<file path="config.mk">
export PLATFORM = sky130hd
export DESIGN_NAME = tcomp_ctrl
export DESIGN_NICKNAME = d
export VERILOG_FILES = /design/src/rtl/tcomp_pkg.sv /design/src/rtl/tcomp_cadence.sv /design/src/rtl/tcomp_seq.sv /design/src/rtl/tcomp_trim.sv /design/src/rtl/tcomp_ctrl.sv
export SDC_FILE = /design/constraint.sdc
export NUM_CORES = 1
export LEC_CHECK = 0
export ABC_AREA = 1
export BUFFER_PORTS_ARGS = -buffer_cell sky130_fd_sc_hd__buf_2
export CAP_MARGIN = 10
export CELL_PAD_IN_SITES_DETAIL_PLACEMENT = 1
export CELL_PAD_IN_SITES_GLOBAL_PLACEMENT = 2
export CORE_MARGIN = 2
export CORE_UTILIZATION = 30
export CTS_CLUSTER_SIZE = 40
export DETAILED_ROUTE_END_ITERATION = 6
export PLACE_DENSITY_LB_ADDON = 0.1
export SLEW_MARGIN = 10
export SYNTH_ARGS = -nofsm -noshare
export SYNTH_HDL_FRONTEND = slang
export SYNTH_SLANG_ARGS = --single-unit
</file>
<file path="constraint.sdc">
create_clock -name clk -period 3.29 [get_ports clk]
set_input_delay 0.329 -clock clk [delete_from_list [all_inputs] [get_ports clk]]
set_output_delay 0.329 -clock clk [all_outputs]
set_load 0.01 [all_outputs]
</file>
<file path="src/rtl/tcomp_pkg.sv">
package tcomp_pkg;

  localparam int unsigned TEMP_W = 10;
  localparam int unsigned OFF_W  = 8;

  typedef enum logic {
    SEQ_IDLE = 1'b0,
    SEQ_CONV = 1'b1
  } seq_state_e;

  // Base code plus signed offset, clamped to [0, 2^cap_w - 1].
  function automatic int sat_trim(input int base, input logic [OFF_W-1:0] off,
                                  input int cap_w);
    int sum;
    int lim;
    lim = (1 << cap_w) - 1;
    sum = base + int'($signed(off));
    if (sum < 0)        return 0;
    else if (sum > lim) return lim;
    else                return sum;
  endfunction

  function automatic logic [7:0] temp_int_byte(input logic [TEMP_W-1:0] r);
    return r[TEMP_W-1:2];
  endfunction

  function automatic logic [7:0] temp_frac_byte(input logic [TEMP_W-1:0] r);
    return {r[1:0], 6'b000000};
  endfunction

endpackage

</file>
<file path="src/rtl/tcomp_cadence.sv">
module tcomp_cadence #(
  parameter int unsigned PERIOD_TICKS = 64
) (
  input  logic clk,
  input  logic rst_n,
  input  logic sec_tick,
  output logic period_evt
);
  localparam int unsigned CNT_W = (PERIOD_TICKS > 2) ? $clog2(PERIOD_TICKS) : 1;
  localparam logic [CNT_W-1:0] LAST = CNT_W'(PERIOD_TICKS - 1);

  logic [CNT_W-1:0] tick_cnt;
  logic             at_last;

  assign at_last    = (tick_cnt == LAST);
  assign period_evt = sec_tick && at_last;

  always_ff @(posedge clk or negedge rst_n) begin
    if (!rst_n) begin
      tick_cnt <= '0;
    end else if (sec_tick) begin
      tick_cnt <= at_last ? '0 : tick_cnt + 1'b1;
    end
  end
endmodule

</file>
<file path="src/rtl/tcomp_seq.sv">
module tcomp_seq
  import tcomp_pkg::*;
(
  input  logic clk,
  input  logic rst_n,
  input  logic period_evt,
  input  logic req_set,
  input  logic sense_done,
  output logic sense_start,
  output logic busy,
  output logic req_bit,
  output logic conv_finish,
  output logic finish_forced
);
  seq_state_e state;
  logic por_pend;
  logic man_pend;
  logic per_pend;
  logic cur_forced;
  logic launch;

  assign launch        = (state == SEQ_IDLE) && (por_pend || man_pend || per_pend);
  assign conv_finish   = (state == SEQ_CONV) && sense_done;
  assign sense_start   = launch;
  assign busy          = (state == SEQ_CONV);
  assign req_bit       = man_pend || busy;
  assign finish_forced = cur_forced;

  always_ff @(posedge clk or negedge rst_n) begin
    if (!rst_n) begin
      state      <= SEQ_IDLE;
      por_pend   <= 1'b1;
      man_pend   <= 1'b0;
      per_pend   <= 1'b0;
      cur_forced <= 1'b0;
    end else begin
      if (launch) begin
        // Every pending cause is merged into this one conversion.
        state      <= SEQ_CONV;
        cur_forced <= por_pend || man_pend;
        por_pend   <= 1'b0;
        man_pend   <= req_set;
        per_pend   <= period_evt;
      end else begin
        man_pend <= man_pend || req_set;
        per_pend <= per_pend || period_evt;
        if (conv_finish) state <= SEQ_IDLE;
      end
    end
  end
endmodule

</file>
<file path="src/rtl/tcomp_trim.sv">
module tcomp_trim
  import tcomp_pkg::*;
#(
  parameter int unsigned CAP_W = 8
) (
  input  logic              clk,
  input  logic              rst_n,
  input  logic              conv_finish,
  input  logic              finish_forced,
  input  logic [TEMP_W-1:0] sense_result,
  input  logic              aging_we,
  input  logic [OFF_W-1:0]  aging_wdata,
  input  logic [CAP_W-1:0]  base_cap,
  output logic [7:0]        temp_hi,
  output logic [7:0]        temp_lo,
  output logic [OFF_W-1:0]  aging_q,
  output logic [CAP_W-1:0]  trim_code,
  output logic              trim_load
);
  logic [TEMP_W-1:0] temp_raw;
  logic              temp_changed;
  logic [CAP_W-1:0]  trim_next;

  assign temp_changed = (sense_result != temp_raw);
  assign trim_load    = conv_finish && (finish_forced || temp_changed);
  assign trim_next    = CAP_W'(sat_trim(int'(base_cap), aging_q, int'(CAP_W)));
  assign temp_hi      = temp_int_byte(temp_raw);
  assign temp_lo      = temp_frac_byte(temp_raw);

  always_ff @(posedge clk or negedge rst_n) begin
    if (!rst_n) begin
      temp_raw <= '0;
    end else if (conv_finish) begin
      temp_raw <= sense_result;
    end
  end

  always_ff @(posedge clk or negedge rst_n) begin
    if (!rst_n) begin
      aging_q <= '0;
    end else if (aging_we) begin
      aging_q <= aging_wdata;
    end
  end

  always_ff @(posedge clk or negedge rst_n) begin
    if (!rst_n) begin
      trim_code <= '0;
    end else if (trim_load) begin
      trim_code <= trim_next;
    end
  end
endmodule

</file>
<file path="src/rtl/tcomp_ctrl.sv">
module tcomp_ctrl
  import tcomp_pkg::*;
#(
  parameter int unsigned CAP_W        = 8,
  parameter int unsigned PERIOD_TICKS = 64
) (
  input  logic             clk,
  input  logic             rst_n,
  input  logic             sec_tick,
  input  logic             req_set,
  input  logic             aging_we,
  input  logic [7:0]       aging_wdata,
  output logic             sense_start,
  input  logic             sense_done,
  input  logic [9:0]       sense_result,
  input  logic [CAP_W-1:0] base_cap,
  output logic [7:0]       temp_hi,
  output logic [7:0]       temp_lo,
  output logic [7:0]       aging_q,
  output logic [CAP_W-1:0] trim_code,
  output logic             busy,
  output logic             req_bit
);
  // Internal events, named for the checker.
  logic period_evt;
  logic conv_finish;
  logic finish_forced;
  logic trim_load;

  tcomp_cadence #(.PERIOD_TICKS(PERIOD_TICKS)) u_cadence (
    .clk        (clk),
    .rst_n      (rst_n),
    .sec_tick   (sec_tick),
    .period_evt (period_evt)
  );

  tcomp_seq u_seq (
    .clk           (clk),
    .rst_n         (rst_n),
    .period_evt    (period_evt),
    .req_set       (req_set),
    .sense_done    (sense_done),
    .sense_start   (sense_start),
    .busy          (busy),
    .req_bit       (req_bit),
    .conv_finish   (conv_finish),
    .finish_forced (finish_forced)
  );

  tcomp_trim #(.CAP_W(CAP_W)) u_trim (
    .clk           (clk),
    .rst_n         (rst_n),
    .conv_finish   (conv_finish),
    .finish_forced (finish_forced),
    .sense_result  (sense_result),
    .aging_we      (aging_we),
    .aging_wdata   (aging_wdata),
    .base_cap      (base_cap),
    .temp_hi       (temp_hi),
    .temp_lo       (temp_lo),
    .aging_q       (aging_q),
    .trim_code     (trim_code),
    .trim_load     (trim_load)
  );
endmodule

</file>
* After elaboration in Yosys (flattened, before gate mapping)
Index checks and enable logic that the tools add are counted.
** Cells by class
- Add/subtract/negate cells :: 2
- Order comparisons :: 2
- Eq/ne operators :: 2
- Multiplexer cells :: 7
- Bitwise logic cells :: 1
- Reduce and logical (&&, ||, !) cells :: 11
** Operators with widths (count)
- $mux 8 :: 2
- $add 9x8->10 :: 1
- $gt 10x9->1 const B :: 1
- $lt 10x1->1 const B :: 1
- $ne 10x10->1 :: 1
- $add 6x1->6 const B :: 1
- $eq 6x6->1 const B :: 1
- $logic_or 1x1->1 :: 6
- $mux 6 :: 1
- $logic_and 1x1->1 :: 4
- $mux 1 :: 4
- $reduce_bool 2->1 :: 1
- $not 1->1 :: 1
** Word-level totals
- Register bits after elaboration :: 37
- Bits of input ports :: 32
- Output and inout bits :: 35
- Word-level logic and storage cells :: 34

* Depth between registers and ports, before layout
- Depth after elaboration :: 4
- Mapped depth :: 12
- Mapped depth without buffers :: 12

* Cells and area by module
From an unflattened synthesis, not the netlist that was laid out.
** Unflattened totals
- Cells, all modules :: 287
- Area total of the unflattened synthesis :: 2280.9 µm²
** Modules (own cells, without submodules)
- tcomp_trim :: times used 1, cells each 229, area each 1731.7 µm², seq. area each 650.6 µm²
- tcomp_cadence :: times used 1, cells each 35, area each 341.6 µm², seq. area each 150.1 µm²
- tcomp_seq :: times used 1, cells each 23, area each 207.7 µm², seq. area each 126.4 µm²

* Worst setup path after synthesis
No wires, ideal clock.
- Kind :: register to register
- From :: reg u_trim.aging_q[0]
- To :: reg u_trim.trim_code[1]
- Setup time :: 0.124 ns
- Arrival :: 1.661 ns
- Required time :: 3.166 ns
- Slack :: 1.505 ns
- Stages on the path, launching flop included :: 12
- Buffers on the path :: 0
- Period minus slack after synthesis :: 1.785 ns
- Path through :: dfrtp_1 -> ha_1 -> inv_1 -> fa_1 -> inv_1 -> nand3_1 -> nand2_2 -> nand2_2 -> nand3_2 -> nand2_4 -> o211ai_1 -> nand2_1
** Between the ends
- Cells in the longest elaborated chain, start to end :: 4
- Elaborated cells on any way between the ends :: 5
- Those cells by class :: add/sub: 1; order compare: 2; mux: 2
** RTL lines
- start, declared :: RTL line tcomp_trim.sv:16 : output logic [OFF_W-1:0] aging_q,
- start signal, assigned :: RTL line tcomp_trim.sv:42 : aging_q <= aging_wdata;
- $add 9x8->10 (*) :: RTL line tcomp_pkg.sv:17 : sum = base + int'($signed(off));
- $gt 10x9->1 :: RTL line tcomp_pkg.sv:19 : else if (sum > lim) return lim;
- $mux 8 :: RTL line tcomp_pkg.sv:19
- $mux 8 (*) :: RTL line tcomp_pkg.sv:18 : if (sum < 0) return 0;
- end signal, assigned :: RTL line tcomp_trim.sv:50 : trim_code <= trim_next;
- end, declared :: RTL line tcomp_trim.sv:17 : output logic [CAP_W-1:0] trim_code,
Every way passes the cells marked *; elsewhere a longest branch is shown, timed or not.
A chain may end at the register's enable or synchronous reset.

* Worst setup path after layout
Same ends and word-level chain as after synthesis.

==> reports/metrics.yaml <==
synth:
  ys_ff_latch: 37
  synth_common_cells: "nand2_1 (93), inv_1 (47), dfrtp_1 (36), o21ai_0 (14), nor2_1 (13)"
  syn-instance-count: 291
  synth_area_per_cell_sq_um: 7.78
  synth_top_area_cell: "dfrtp_1"
  synth_top_flop_cell: "dfrtp_1"
  synth_top_area_frac: 0.398
  synth_edf_count: 0
  yosys_warnings: 0
  ys_top_cells_by_area: "dfrtp_1 (40%), nand2_1 (15%), inv_1 (7.8%)"
  yosysMostFrequentCell: "nand2_1"
  seq_area_frac_synth: 0.410
  synth.distinct_cells: 34
  async_flop_share: 1.00
  syn_area_sq_mm: 0.00226
clock_network:
  post_cts_buffers: 0
  htree_levels: 2
  numCtsBuffers: 5
  cts_tree: "yes"
  clock_path_buffers: 2
  clk_pin_slew_ns: 0.09
  cts_sinks: 37
  clockRootBuffer: "clkbuf_8"
  clock_latency_ns: 0.30
  holdBufCountCts: 0
  ctsResizeCount: 0
drt:
  post_drt_wl_per_cell_um: 12.2
  route.vias.total: 1981
  antenna_left: 0
  via_per_inst: 4.34
  dr.pass1.iters: 4
  drc: 0
  drt_iter0_markers: 40
  routed_wl_um: 5550
pwr:
  p_per_area_mw_per_mm2: 715
  leakagePower_nw: 1.56
  power_mw: 2.00
  ir_drop_mv: 0.202
setup_path:
  path_class: "reg2reg"
  critical_path_buf_inv_count: 2
  arrival_ns: 2.09
  crit_family: "adder cells"
  cp_slowest_stage_delay_ns: 0.39
  crit_required_ns: 3.47
  critPathCaptureType: "flop"
  path_max_fanout: 8
  cp-start-kind: "flop"
  crit_chain: "ha_1 > inv_1 > fa_1 > inv_1 > nand3_1 > nand2_2 > nand2_2 > nand3_2 > nand2_4 > o211ai_1 > nand2_1"
  crit_path_top_delay_cell: "fa_1"
die:
  num_rows: 31
  fp.dieH_um: 90.9
  dieWidth_um: 90.9
  io_pins: 67
  core_area_sq_mm: 0.00729
  start_util: 0.310
  dieArea_sq_mm: 0.00826
place:
  hpwl_um: 4360
  portBuffers: 60
  dpl_worst_slack_ns: 1.32
  gp_congestion: 0.727
sta:
  rsz0062_at_grt: "false"
  finalHoldViolations: 0
  max_slew_margin: 0.426
  finalSetupViolations: 0
  tightest_slew_ns: 0.860
  skew_ns: 0.0103
  setup_tns_ns: 0
  fmax_mhz: 524
  drv_slew: 0
  setup_slack_ns: 1.38
  final.period_utilization: 0.580
  period_minus_slack_ns: 1.91
grt:
  use_met1: 0.204
  grtUsageMet3: 0.0326
  grtUsageTotal: 0.147
  grt_start_max_net_pins: 38
  met2_usage: 0.230
  antenna_found_initial: 0
  grt_overflow: 0
  grt-busiest-layer: "met2"
  grt_pass1_vias: 2072
  grt_pass1_wl_um: 9830
job:
  cap_violations: 0
cells_and_area:
  area_growth_pct: 23.7
  layout.nets: 399
  final_util: 0.384
  n_antenna_cell: 0
  drive_gt1_frac: 0.269
  fillerInstances: 938
min_path:
  hold_path.class: "in2async"
run_status:
  status: "complete, no violations"
-- report_power, final --
group | total (mW) | internal (mW) | switching (mW) | leakage (nW)
Clock | 0.497 | 0.306 | 0.192 | 0.0687
Sequential | 0.744 | 0.623 | 0.122 | 0.447
Combinational | 0.760 | 0.309 | 0.451 | 1.05
-- worst register-to-register path: stages (launching register included) --
cell      delay, ns
dfrtp_1        0.36
ha_1           0.23
inv_1          0.07
fa_1           0.39
inv_1          0.09
nand3_1        0.08
nand2_2        0.10
nand2_2        0.06
nand3_2        0.08
nand2_4        0.09
o211ai_1       0.16
nand2_1        0.07
-- layout make-up --
cell class	instances	area, sq um	area share
Clock buffer	5	68.8	0.0246
Timing Repair Buffer	61	308	0.110
Clock inverter	3	68.8	0.0246
Sequential cell	37	927	0.331
Multi-Input combinational cell	201	1110	0.398
Inverter	50	188	0.0671
Tap cell	99	124	0.0443
-- logic make-up (layout without fill, tap and decap cells) --
group,count (synthesis),in the layout,synth area share
flip-flops,37,37,0.410
other,1,6,0.00166
XOR/XNOR,8,8,0.0310
AO/OA/AOI/OAI,30,30,0.0824
adder cells (fa/ha/maj),11,11,0.0641
multiplexers,6,6,0.0298
AND/OR/NAND/NOR,140,140,0.275
buffers and inverters,58,119,0.106
-- path summary, 6_finish.rpt --
path	from	endpoint	slack, ns	cells past startpoint
setup / recovery	u_trim.aging_q[0]$_DFFE_PN0P_	u_trim.trim_code[1]$_DFFE_PN0P_	1.38	11
hold / removal	rst_n	u_trim.trim_code[2]$_DFFE_PN0P_	0.13	1
setup reg to reg	u_trim.aging_q[0]$_DFFE_PN0P_	u_trim.trim_code[1]$_DFFE_PN0P_	1.38	11
hold reg to reg	u_seq.por_pend$_DFFE_PN1P_	u_seq.por_pend$_DFFE_PN1P_	0.44	2
max in group asynchronous	rst_n	u_cadence.tick_cnt[5]$_DFFE_PN0P_	2.62	1
min in group clk	req_set	u_seq.man_pend$_DFF_PN0_	0.22	2
-- routing by layer --
metal	vias up	share of wire
met5	-	0
li1	1016	-
met1	912	0.51
met4	0	0.014
met3	7	0.045
met2	46	0.43
-- flip-flops by register name (all words and copies together), names as in the netlist --
name / cells
u_seq.finish_forced: 1
u_seq.busy: 1
u_trim.aging_q: 8
u_seq.per_pend: 1
u_seq.man_pend: 1
u_seq.por_pend: 1
u_trim.trim_code: 8
u_cadence.tick_cnt: 6
u_trim.temp_raw: 10
-- layout by cell type, fill, tap and decap left out, types with 2 or more instances in the layout --
cell type / instances
a21oi_1: 3
nor3_2: 2
o211ai_1: 7
buf_2: 60
mux2_2: 6
nand2_4: 3
nand2_2: 6
conb_1: 6
nand3_1: 11
nor2_1: 13
inv_2: 3
nor3b_1: 2
xor2_1: 3
nor2_2: 2
clkbuf_8: 5
bufinv_16: 2
xnor2_1: 5
nand2_1: 93
nor3_1: 2
nand4_1: 3
inv_1: 47
ha_1: 10
o21ai_0: 14
dfrtp_1: 36
-- through the flow --
stage	cells	area, sq um	hold WS (ns)
2_1_floorplan	296	2280	0.0334
3_3_place_gp	448	2660	0.428
3_5_place_dp	448	2660	0.431
4_1_cts	456	2800	0.179
5_1_grt	456	2800	0.201
6_report	456	2800	0.133
(Power assumes the default switching activity.)
